File: src/rtl/wdiv_pkg.sv
package wdiv_pkg;
   typedef struct packed {
      logic n;
      logic z;
      logic v;
      logic c;
   } wdiv_flags_t;

   localparam logic [7:0] WDIV_ZERO_VEC = 8'h14;
endpackage

File: src/rtl/wdiv_cond.sv
// Turns the operands into magnitudes and records which signs the results need.
module wdiv_cond #(
   parameter int QW        = 16,
   parameter bit SIGNED_EN = 1'b1,
   localparam int DW       = 2 * QW
) (
   input  logic          mode,
   input  logic [DW-1:0] dvd,
   input  logic [QW-1:0] dvs,
   output logic [DW-1:0] dvd_mag,
   output logic [QW-1:0] dvs_mag,
   output logic          neg_q,
   output logic          neg_r
);
   generate
      if (SIGNED_EN) begin : g_signed
         logic dvd_neg, dvs_neg;
         always_comb begin
            dvd_neg = mode & dvd[DW-1];
            dvs_neg = mode & dvs[QW-1];
            dvd_mag = dvd_neg ? -dvd : dvd;
            dvs_mag = dvs_neg ? -dvs : dvs;
            neg_q   = dvd_neg ^ dvs_neg;
            neg_r   = dvd_neg;
         end
      end else begin : g_unsigned
         logic unused_mode;
         always_comb begin
            unused_mode = mode;
            dvd_mag     = dvd;
            dvs_mag     = dvs;
            neg_q       = 1'b0;
            neg_r       = 1'b0;
         end
      end
   endgenerate
endmodule

File: src/rtl/wdiv_core.sv
// Restoring shift-and-subtract loop: one quotient bit per step.
module wdiv_core #(
   parameter int QW  = 16,
   localparam int DW = 2 * QW
) (
   input  logic          clk,
   input  logic          rst_n,
   input  logic          load,
   input  logic          step,
   input  logic [DW-1:0] dvd_mag,
   input  logic [QW-1:0] dvs_mag,
   output logic [DW-1:0] quo,
   output logic [QW-1:0] rem
);
   logic [DW-1:0] quo_r;
   logic [QW-1:0] rem_r;
   logic [QW-1:0] dvs_r;
   logic [QW:0]   trial;
   logic [QW:0]   diff;
   logic          fits;

   always_comb begin
      trial = {rem_r, quo_r[DW-1]};
      diff  = trial - {1'b0, dvs_r};
      fits  = trial >= {1'b0, dvs_r};
   end

   always_ff @(posedge clk or negedge rst_n) begin
      if (!rst_n) begin
         quo_r <= '0;
         rem_r <= '0;
         dvs_r <= '0;
      end else if (load) begin
         quo_r <= dvd_mag;
         rem_r <= '0;
         dvs_r <= dvs_mag;
      end else if (step) begin
         quo_r <= {quo_r[DW-2:0], fits};
         rem_r <= fits ? diff[QW-1:0] : trial[QW-1:0];
      end
   end

   assign quo = quo_r;
   assign rem = rem_r;
endmodule

File: src/rtl/wdiv_post.sv
// Restores the signs, detects overflow and forms the flags.
module wdiv_post
   import wdiv_pkg::*;
#(
   parameter int QW  = 16,
   localparam int DW = 2 * QW
) (
   input  logic          mode,
   input  logic          neg_q,
   input  logic          neg_r,
   input  logic [DW-1:0] quo_mag,
   input  logic [QW-1:0] rem_mag,
   output logic [DW-1:0] packed_res,
   output logic          ovf,
   output wdiv_flags_t   flags
);
   localparam logic [DW-1:0] POS_LIM = DW'(1) << (QW - 1);

   logic [DW-1:0] q_full;
   logic [QW-1:0] q_out;
   logic [QW-1:0] r_out;
   logic          ovf_u, ovf_s;

   always_comb begin
      q_full     = neg_q ? -quo_mag : quo_mag;
      q_out      = q_full[QW-1:0];
      r_out      = neg_r ? -rem_mag : rem_mag;
      ovf_u      = |quo_mag[DW-1:QW];
      ovf_s      = neg_q ? (quo_mag > POS_LIM) : (quo_mag >= POS_LIM);
      ovf        = mode ? ovf_s : ovf_u;
      packed_res = {r_out, q_out};
      flags.n    = q_out[QW-1];
      flags.z    = (q_out == '0);
      flags.v    = 1'b0;
      flags.c    = 1'b0;
   end
endmodule

File: src/rtl/wdiv_seq.sv
module wdiv_seq
   import wdiv_pkg::*;
#(
   parameter int         QW        = 16,
   parameter int         LAT_U     = 140,
   parameter int         LAT_S     = 158,
   parameter bit         SIGNED_EN = 1'b1,
   parameter logic [7:0] TRAP_VEC  = WDIV_ZERO_VEC,
   localparam int        DW        = 2 * QW,
   localparam int        LMAX      = (LAT_U > LAT_S) ? LAT_U : LAT_S,
   localparam int        CW        = $clog2(LMAX + 1)
) (
   input  logic          clk,
   input  logic          rst_n,
   input  logic          start,
   input  logic          mode,
   input  logic [DW-1:0] dividend,
   input  logic [DW-1:0] divisor,
   output logic [DW-1:0] result,
   output logic          flag_n,
   output logic          flag_z,
   output logic          flag_v,
   output logic          flag_c,
   output logic          trap_req,
   output logic [7:0]    trap_vec,
   output logic          done,
   output logic          res_valid,
   output logic          busy
);
   generate
      if (QW < 2 || QW > 31) begin : g_bad_qw
         $error("wdiv_seq: QW must lie in 2..31");
      end
      if (LAT_U < DW + 1 || LAT_S < DW + 1) begin : g_bad_lat
         $error("wdiv_seq: latencies must cover DW loop steps plus one");
      end
   endgenerate

   logic          eff_mode;
   logic          accept;
   logic          step;
   logic          finish;
   logic [CW-1:0] cnt;
   logic [CW-1:0] lat_r;
   logic          mode_r, nq_r, nr_r, dz_r;
   logic [DW-1:0] dvd_mag, quo_mag, packed_res;
   logic [QW-1:0] dvs_mag, rem_mag;
   logic          nq_c, nr_c, ovf;
   wdiv_flags_t   nflags;

   assign eff_mode = SIGNED_EN ? mode : 1'b0;
   assign accept   = start && !busy;
   assign step     = busy && (cnt <= CW'(DW));
   assign finish   = busy && (cnt == lat_r);
   assign trap_vec = TRAP_VEC;

   wdiv_cond #(.QW(QW), .SIGNED_EN(SIGNED_EN)) u_cond (
      .mode   (eff_mode),
      .dvd    (dividend),
      .dvs    (divisor[QW-1:0]),
      .dvd_mag(dvd_mag),
      .dvs_mag(dvs_mag),
      .neg_q  (nq_c),
      .neg_r  (nr_c)
   );

   wdiv_core #(.QW(QW)) u_core (
      .clk    (clk),
      .rst_n  (rst_n),
      .load   (accept),
      .step   (step),
      .dvd_mag(dvd_mag),
      .dvs_mag(dvs_mag),
      .quo    (quo_mag),
      .rem    (rem_mag)
   );

   wdiv_post #(.QW(QW)) u_post (
      .mode      (mode_r),
      .neg_q     (nq_r),
      .neg_r     (nr_r),
      .quo_mag   (quo_mag),
      .rem_mag   (rem_mag),
      .packed_res(packed_res),
      .ovf       (ovf),
      .flags     (nflags)
   );

   always_ff @(posedge clk or negedge rst_n) begin
      if (!rst_n) begin
         busy      <= 1'b0;
         cnt       <= '0;
         lat_r     <= '0;
         mode_r    <= 1'b0;
         nq_r      <= 1'b0;
         nr_r      <= 1'b0;
         dz_r      <= 1'b0;
         done      <= 1'b0;
         trap_req  <= 1'b0;
         res_valid <= 1'b0;
         result    <= '0;
         flag_n    <= 1'b0;
         flag_z    <= 1'b0;
         flag_v    <= 1'b0;
         flag_c    <= 1'b0;
      end else begin
         done      <= 1'b0;
         trap_req  <= 1'b0;
         res_valid <= 1'b0;
         if (accept) begin
            busy   <= 1'b1;
            cnt    <= CW'(1);
            lat_r  <= eff_mode ? CW'(LAT_S) : CW'(LAT_U);
            mode_r <= eff_mode;
            nq_r   <= nq_c;
            nr_r   <= nr_c;
            dz_r   <= (divisor[QW-1:0] == '0);
         end else if (busy) begin
            cnt <= cnt + CW'(1);
            if (finish) begin
               busy <= 1'b0;
               done <= 1'b1;
               if (dz_r) begin
                  trap_req <= 1'b1;
               end else if (ovf) begin
                  flag_v <= 1'b1;
                  flag_c <= 1'b0;
               end else begin
                  result    <= packed_res;
                  res_valid <= 1'b1;
                  flag_n    <= nflags.n;
                  flag_z    <= nflags.z;
                  flag_v    <= nflags.v;
                  flag_c    <= nflags.c;
               end
            end
         end
      end
   end
endmodule

File: config.mk
export PLATFORM = sky130hd
export DESIGN_NAME = wdiv_seq
export DESIGN_NICKNAME = d
export VERILOG_FILES = /design/src/rtl/wdiv_pkg.sv /design/src/rtl/wdiv_cond.sv /design/src/rtl/wdiv_core.sv /design/src/rtl/wdiv_post.sv /design/src/rtl/wdiv_seq.sv
export SDC_FILE = /design/constraint.sdc
export NUM_CORES = 1
export LEC_CHECK = 0
export BUFFER_PORTS_ARGS = -buffer_cell sky130_fd_sc_hd__buf_4
export CAP_MARGIN = 0
export CORE_ASPECT_RATIO = 0.6
export CORE_MARGIN = 1
export CORE_UTILIZATION = 40
export DETAILED_ROUTE_END_ITERATION = 7
export PLACE_DENSITY_LB_ADDON = 0.08
export SETUP_SLACK_MARGIN = 0.1
export SLEW_MARGIN = 0
export SYNTH_ARGS = -nofsm -noshare
export SYNTH_HDL_FRONTEND = slang
export SYNTH_SLANG_ARGS = --single-unit
File: constraint.sdc
create_clock -name clk -period 3.3 [get_ports clk]
set_input_delay 0.33 -clock clk [delete_from_list [all_inputs] [get_ports clk]]
set_output_delay 0.33 -clock clk [all_outputs]
set_load 0.02 [all_outputs]
### After elaboration in Yosys (flattened, before gate mapping)

Cells that the tools add are included.

| word-level totals | value |
|---|---|
| input port bits | 68 |
| register bits after elaboration | 123 |
| output and inout port bits | 48 |
| word-level logic and storage cells | 75 |

| operators by class | value |
|---|---|
| equal/unequal tests | 1 |
| bitwise gates (word level) | 6 |
| multiplexer cells | 30 |
| reductions and logical operators | 11 |
| $lt $le $gt $ge | 4 |
| $add $sub $neg | 6 |

Operator list:

| operator | count |
|---|---|
| 16-bit two-way mux | 6 |
| 32-bit two-way mux | 3 |
| 16-bit negation | 3 |
| 32-bit by 16-bit >= comparator with 1-bit output (second input constant) | 1 |
| 32-bit by 16-bit greater-than comparator with 1-bit output (second input constant) | 1 |
| 16-bit zero test | 2 |
| 32-bit negation | 1 |
| 1-bit two-way mux | 18 |
| 17-bit by 16-bit >= comparator with 1-bit output | 1 |
| 8-bit two-way mux | 2 |
| 16-bit OR reduction | 1 |
| 16-bit subtractor | 1 |
| 8-bit by 1-bit adder with 8-bit output (second input constant) | 1 |
| 8-bit equality test | 1 |
| 8-bit by 6-bit <= comparator with 1-bit output (second input constant) | 1 |
| 5-bit two-way mux | 1 |
| 5-bit AND reduction | 1 |
| 4-bit AND reduction | 1 |
| 2-bit nonzero test | 2 |
| 1-bit logical AND | 3 |
| 1-bit NOT | 3 |
| 1-bit bitwise AND | 2 |
| 1-bit zero test | 1 |
| 1-bit bitwise XOR | 1 |

### Longest topological paths before layout

Gate-level depths: netlist of run 1.

| logic depth | value |
|---|---|
| word-level depth | 8 |
| gate-level depth with buffers | 12 |
| depth with buffers taken out | 10 |

### Cells and area by module

From an unflattened synthesis of run 1, not the netlist that was laid out.

| second synthesis, totals | value |
|---|---|
| cell total of the unflattened synthesis | 863 |
| area, all modules | 8124.0 µm² |

By module, submodules not included:

| module | area an instance (µm²) | seq. area each (µm²) | cells an instance | instances |
|---|---|---|---|---|
| wdiv_core | 3663.5 | 1601.5 | 396 | 1 |
| wdiv_seq | 2358.5 | 1326.3 | 171 | 1 |
| wdiv_cond | 1107.3 | 0.0 | 158 | 1 |
| wdiv_post | 994.7 | 0.0 | 138 | 1 |

### Worst setup path after synthesis of run 1

Ideal clock, no wire load.

| path | value |
|---|---|
| kind | register to register |
| start | reg u_core.quo_r[7], in the netlist u_core.quo[7] |
| end | reg result[14] |
| clock period less this slack | 2.864 ns |
| setup slack | 0.436 ns |
| stages on the path, launching flop included | 10 |
| setup time | 0.125 ns |
| path buffers | 4 |
| required time | 3.175 ns |
| arrival time | 2.739 ns |
| cells stage by stage | dfrtp_1 > buf_6 > or4_1 > clkbuf_2 > or3_4 > o311a_1 > or4_1 > buf_2 > buf_6 > mux2_4 |

| on the way | value |
|---|---|
| word-level cells in the longest chain between the ends | 5 |
| elaborated cells on any way between the ends | 8 |
| those cells by class | 1 x add/sub; 2 x order compare; 3 x mux; 1 x bitwise; 1 x reduce/logical |

RTL lines:

| what | RTL line | source |
|---|---|---|
| start, declared | wdiv_core.sv:15 | `logic [DW-1:0] quo_r;` |
| start signal, assigned | wdiv_core.sv:34 | `quo_r <= dvd_mag;` |
| start signal, assigned | wdiv_core.sv:38 | `quo_r <= {quo_r[DW-2:0], fits};` |
| 32-bit by 16-bit >= comparator with 1-bit output / 32-bit by 16-bit greater-than comparator with 1-bit output (equally long branches) | wdiv_post.sv:29 | `ovf_s = neg_q ? (quo_mag > POS_LIM) : (quo_mag >= POS_LIM);` |
| 1-bit two-way mux | wdiv_post.sv:29 |  |
| 1-bit two-way mux | wdiv_post.sv:30 | `ovf = mode ? ovf_s : ovf_u;` |
| 1-bit NOT (no line) | -- |  |
| 5-bit AND reduction (no line) | -- |  |
| end signal, assigned | wdiv_seq.sv:129 | `result <= packed_res;` |
| end, declared | wdiv_seq.sv:19 | `output logic [DW-1:0] result,` |

Several ways; a longest one is shown, not always the timed one.
A chain may end at the register's enable or synchronous reset.

### Worst setup path after layout of run 1

| path | value |
|---|---|
| start | reg u_core.quo_r[9], in the netlist u_core.quo[9] |
| end | reg result[14] |

The elaborated chain is that of the path after synthesis.

==> flow_summary.yaml, run 1 <==
pwr:
  power_density_nw_per_um2: 955
  seq_power_share_pct: 27.8
  swShare_pct: 43.7
  power_uw: 8660
  p_switching_uw: 3790
  p_leak_uw: 0.00402
  p_int_uw: 4870
  pwr-share-comb_pct: 49.9
  clkPwrFrac_pct: 22.3
  ir_worst_vdd_mv: 0.401
sta:
  tightest_slew_ns: 1.18
  period_needed_ns: 3.02
  slew_violations: 0
  fin_tns_setup_ns: 0
  max_freq_ghz: 0.331
  post-route-period-util_pct: 91.5
  rsz0062_at_grt: "no"
  hold_viol_final: 0
  clock_skew_ns: 0.0143
  setup_viol: 0
  hold-worst-slack_ns: 0.154
  relSlewSlack_pct: 21.1
cells_and_area:
  syn_to_final_growth_pct: 21.8
  final_area_sq_um: 9070
  nNetsFinal: 1039
  regArea_sq_um: 2880
  diodes: 0
  multiInputGateArea_sq_um: 4180
  drive_above_1_share_pct: 17.8
  nFillCells: 1721
clock_tree:
  cts.clk_slew.worst_paths_ns: 0.06
  clkSinkCount: 115
  root_buffer: "clkbuf_16"
  cts_setup_buffers: 0
  cts_max_path_buffers: 2
  numCtsBuffers: 17
  cts_resized: 0
  tritoncts: "done"
  cts_hold_buf: 1
  clk_latency_ns: 0.42
  htreeDepth: 4
status:
  status: "finished, final reports clean"
global_routing:
  grt_antenna_before_repair: 0
  grt_max_degree: 78
  grtUsageTotal_pct: 22.9
  grt_pass1_vias: 6238
  grt_first_pass_wirelength_um: 33800
  grt_overflow: 0
route:
  ant_nets: 0
  wire_per_inst_um: 17.7
  route.detailed.drc: 0
  drt_first_pass_iters: 8
  vias: 6837
  drtIter0Drc: 499
  wirelength_um: 21200
  vias_per_cell: 5.70
synthesis:
  synthFlopType: "dfrtp_1"
  synth_cell_types: 67
  synth_area_per_cell_sq_um: 8.65
  yosysTopAreaCell: "dfrtp_1"
  syn_area_sq_um: 7450
  synthArstFlopShare_pct: 100
  synth_top_cell_area_share_pct: 38.6
  synth_cells: 861
  yosys_register_bits: 115
  synth_seq_area_share_pct: 38.6
  netlist_top_cells_area: "dfrtp_1 39%, o21ai_0 6.7%, xor2_1 5.2%, nand2_1 4.7%, xnor2_1 4.2%"
  synth_warnings: 0
  synth_edf_count: 0
setup_path:
  end_kind: "flop"
  path_class: "flop to flop"
  arrival_ns: 3.31
  startpoint_type: "flop"
  crit_fanout: 61
  required_ns: 3.59
place:
  dp_hpwl_um: 15800
  place_area_sq_um: 8450
  port_buffers: 90
  place.gp.congestion: 0.866
hold_path:
  hp-class: "input port to flop"
floorplanning:
  start_util_pct: 41.0
  dieArea_sq_um: 19200
  coreArea_sq_um: 18200
  die_y_um: 108
  io_pins: 116
  die_x_um: 178
  rows: 38
flow_run:
  drv_cap: 0
[layout by cell type (no fill, tap or decap), types with 10 or more instances in the layout]
cell / Yosys / layout
a21oi_1: 29 / 29
a22oi_1: 23 / 23
buf_4: 10 / 123
clkbuf_16: 0 / 17
dfrtp_1: 115 / 115
ha_1: 23 / 23
inv_1: 35 / 35
mux2i_1: 10 / 10
nand2_1: 93 / 93
nand2b_1: 12 / 11
nand3_1: 25 / 25
nand4_1: 15 / 15
nor2_1: 47 / 47
nor3_1: 12 / 12
nor4_1: 16 / 16
o21ai_0: 99 / 99
o31ai_1: 15 / 15
or3_1: 13 / 13
or4_1: 11 / 10
xnor2_1: 36 / 36
xor2_1: 44 / 44
[flip-flops by register name (all words and copies together), names as in the netlist, 2 cells and up]
register / count
u_core.rem: 16
lat_r: 2
u_core.dvs_r: 16
cnt: 8
u_core.quo: 32
result: 32
[final cells by class]
cell class / instances / share of cell area, %
flip-flops and latches: 115 / 31.7
clock inverters: 12 / 1.70
well taps: 240 / 3.31
repair buffers: 126 / 10.7
inverters: 35 / 1.45
multi-input cells: 652 / 46.0
clock buffers: 20 / 5.04
[cells in the mapped netlist, drive strengths merged, types with 4 or more instances]
master and instances:
dfrtp 115, o21ai 104, nand2 93, nor2 47, clkbuf 46, xor2 44, xnor2 36, inv 35
a21oi 29, nand3 25, a22oi 23, ha 23, buf 20, nor4 16, nand4 15, o31ai 15
or3 14, nand2b 12, nor3 12, or4 11, mux2i 10, a31oi 9, a21o 8, and3 8
a211oi 7, o311ai 7, a222oi 5, and2 5, nor2b 5, o211ai 5, o221ai 5, o41ai 5
mux2 4, or2 4
[through the flow]
step,setup WS (ns),util (%),cells
floorplan,0.436,-,868
global placement,0.337,46.5,1167
detailed placement,0.304,46.5,1167
CTS,0.295,49.9,1200
global route,0.190,49.9,1200
finish,0.281,49.9,1200
[cell families after synthesis]
family	Yosys count	synth area share [%]
other	2	0.101
AOI/OAI and AO/OA	253	21.9
xor gates and xnor gates	80	9.41
and+or+nand+nor	272	17.9
DFF	115	38.6
muxes	14	2.05
adders and majority gates	24	4.13
buffers and inverters	101	5.88
[worst max-delay path, cell delays in order, from the launching register on]
cell     delay [ns]
dfrtp_1        0.43
or4_1          0.57
or3_4          0.37
o311a_1        0.38
or4_2          0.60
buf_12         0.21
mux2_4         0.31
[per-layer routing]
layer	global-route usage, %	part of all wire [%]	routed length [um]	vias up
met3	5.79	7.8	1650	10
met4	4.72	0.48	103	0
met5	0	0	0	-
li1	-	-	-	3293
met1	36.7	53	11300	3277
met2	29.9	39	8230	257
[power by group through the flow]
stage	Clock [uW]	Sequential (uW)	Combinational, uW
final	1930	2410	4320
after detailed placement	0	2420	4260
after global routing	2030	2480	4760
after global placement	0	2390	4190
after CTS	1950	2400	4280
after floorplan	0	2230	3080
[worst paths after layout]
kind / startpoint / endpoint / slack [ns] / depth (start not counted)
worst max-delay path: u_core.quo[9] / result[14] / 0.28 / 6
worst min-delay path: start / cnt[1] / 0.15 / 2
worst max register to register: u_core.quo[9] / result[14] / 0.28 / 6
worst min register to register: result[31] / result[31] / 0.48 / 2
max in group asynchronous: rst_n / u_core.quo[18] / 2.06 / 3
min in group asynchronous: rst_n / result[18] / 0.43 / 2
Note: power is estimated with default switching activity, not from simulation.
==> run 2, diff against run 1 <==
--- a/config.mk
+++ b/config.mk
@@ -5,6 +5,7 @@
 export SDC_FILE = /design/constraint.sdc
 export NUM_CORES = 1
 export LEC_CHECK = 0
+export ABC_AREA = 1
 export BUFFER_PORTS_ARGS = -buffer_cell sky130_fd_sc_hd__buf_4
 export CAP_MARGIN = 0
 export CORE_ASPECT_RATIO = 0.6
==> flow_summary.yaml, run 2 <==
status:
  status: "finished, final reports clean"
clock_tree:
  cts_setup_buffers: 0
  cts_resized: 0
  htreeDepth: 4
  cts.clk_slew.worst_paths_ns: 0.06
  tritoncts: "done"
  clkSinkCount: 115
  cts_max_path_buffers: 2
  root_buffer: "clkbuf_16"
  clk_latency_ns: 0.41
  numCtsBuffers: 17
  cts_hold_buf: 0
cells_and_area:
  nNetsFinal: 1331
  drive_above_1_share_pct: 11.9
  nFillCells: 2006
  diodes: 0
  layout_common_cells: "325 x nand2_1, 150 x inv_1, 115 x dfrtp_1"
  syn_to_final_growth_pct: 17.2
  final_common_cell: "nand2_1"
global_routing:
  grt_pass1_vias: 6806
  grt_first_pass_wirelength_um: 37000
  grtUsageTotal_pct: 23.0
  grt_overflow: 0
  grt_antenna_before_repair: 0
  grt_max_degree: 79
synthesis:
  netlist_top_cells_area: "dfrtp_1 36%, nand2_1 15%, inv_1 7.0%, nand3_1 6.4%, nor2_1 5.1%"
  synth_cells: 1161
  yosysTopAreaCell: "dfrtp_1"
  synthFlopType: "dfrtp_1"
  synth_warnings: 0
  synth_area_per_cell_sq_um: 6.91
  yosys_register_bits: 115
  synthArstFlopShare_pct: 100
  synth_top_cell_area_share_pct: 35.9
  synth_common_cells: "325 x nand2_1, 150 x inv_1, 115 x dfrtp_1, 109 x nor2_1, 102 x nand3_1"
  syn_area_sq_um: 8030
  synth_most_common_cell: "nand2_1"
  synth_seq_area_share_pct: 35.9
  synth_cell_types: 48
  synth_edf_count: 0
pwr:
  ir_worst_vdd_mv: 0.384
  power_uw: 9100
  power_density_nw_per_um2: 968
  p_leak_uw: 0.00490
sta:
  fin_tns_setup_ns: 0
  rsz0062_at_grt: "no"
  max_freq_ghz: 0.378
  relSlewSlack_pct: 33.6
  tightest_slew_ns: 0.996
  slew_violations: 0
  clock_skew_ns: 0.00959
  hold_viol_final: 0
  post-route-period-util_pct: 80.1
  period_needed_ns: 2.64
  setup_viol: 0
setup_path:
  end_kind: "flop"
  cp_slowest_stage_delay_ns: 0.48
  ff2ff_path_depth: 10
  arrival_ns: 2.95
  crit_fanout: 17
  startpoint_type: "flop"
  crit_top_cell: "nand2_1"
  critical_path_depth: 10
  path_cells: "ha_1 -> nand2_1 -> nor2_1 -> nand4_1 -> nor2_1 -> nand2_2 -> nand4_4 -> nand2_1 -> nand3_1 -> nand2_1"
  crit_buf_inv: 0
  required_ns: 3.60
  critical_path.top_delay_family: "simple AND/OR/NAND/NOR gates"
  slowest_stage: "dfrtp_1"
  path_class: "flop to flop"
place:
  dp_hpwl_um: 17400
  place.gp.congestion: 0.902
  port_buffers: 90
floorplanning:
  die_y_um: 112
  die_x_um: 185
  start_util_pct: 41.5
  rows: 39
  dieArea_sq_um: 20700
  coreArea_sq_um: 19300
  io_pins: 116
route:
  vias_per_cell: 5.06
  wirelength_um: 22500
  ant_nets: 0
  drt_first_pass_iters: 6
  drtIter0Drc: 597
  route.detailed.drc: 0
  wire_per_inst_um: 14.8
  vias: 7676
hold_path:
  hp-class: "input port to async pin"
flow_run:
  drv_cap: 0
-- run 2: per-layer routing --
metal / vias up / part of all wire [%] / wire, um / GRT usage (%)
met5: - / 0 / 0 / 0
met4: 0 / 0.50 / 113 / 4.35
met3: 7 / 7.2 / 1610 / 4.55
met2: 256 / 34 / 7750 / 27.6
met1: 3485 / 58 / 13000 / 39.9
li1: 3928 / - / - / -
-- run 2: power by group --
group / total [uW] / internal (uW) / switching [uW]
combinational: 4960 / 1780 / 3180
sequential: 2450 / 1900 / 545
clock: 1690 / 1030 / 653
total: 9100 / 4720 / 4380
-- run 2: worst paths after layout --
kind                            slack (ns)               end              from
worst max-delay path                  0.66     u_core.rem[4]     u_core.rem[6]
worst min-delay path                  0.09         result[0]             rst_n
worst max register to register        0.66     u_core.rem[4]     u_core.rem[6]
worst min register to register        0.48  u_core.dvs_r[12]  u_core.dvs_r[12]
max in group asynchronous             2.35   u_core.dvs_r[2]             rst_n
min in group clk                      0.16    u_core.quo[20]      dividend[20]
-- run 2: kinds of logic after synthesis --
family                   after synthesis  synth area share (%)
AND/OR/NAND/NOR                      610                  32.8
other                                  2                0.0936
buffers and inverters                199                  10.5
flip-flops                           115                  35.9
adder cells (fa/ha/maj)               24                  3.84
AO/OA/AOI/OAI                        171                  12.5
multiplexers                           1                 0.125
XOR/XNOR                              39                  4.26
-- run 2: layout make-up --
cell class / instances / area (sq um) / area share [%]
Tap cell: 266 / 333 / 3.54
Multi-Input combinational cell: 854 / 4340 / 46.1
Clock inverter: 9 / 55.1 / 0.586
Timing Repair Buffer: 98 / 736 / 7.83
Inverter: 153 / 576 / 6.12
Clock buffer: 23 / 488 / 5.19
Sequential cell: 115 / 2880 / 30.6
-- run 2: per-stage QoR --
step | hold WS [ns] | setup slack, ns | std cells | util (%) | area [sq um]
2_1_floorplan | 0.0344 | 1.39 | 1168 | - | 8050
3_3_place_gp | 0.467 | 0.804 | 1486 | 45.8 | 8860
3_5_place_dp | 0.472 | 0.800 | 1486 | 45.8 | 8860
4_1_cts | 0.121 | 0.780 | 1518 | 48.7 | 9400
5_1_grt | 0.160 | 0.454 | 1518 | 48.7 | 9400
6_report | 0.0902 | 0.657 | 1518 | 48.7 | 9400
-- run 2: worst reg2reg max path: stages (launching register included) --
cell and delay [ns]:
dfrtp_1 0.48, ha_1 0.42, nand2_1 0.15, nor2_1 0.24
nand4_1 0.15, nor2_1 0.25, nand2_2 0.29, nand4_4 0.32
nand2_1 0.09, nand3_1 0.10, nand2_1 0.05
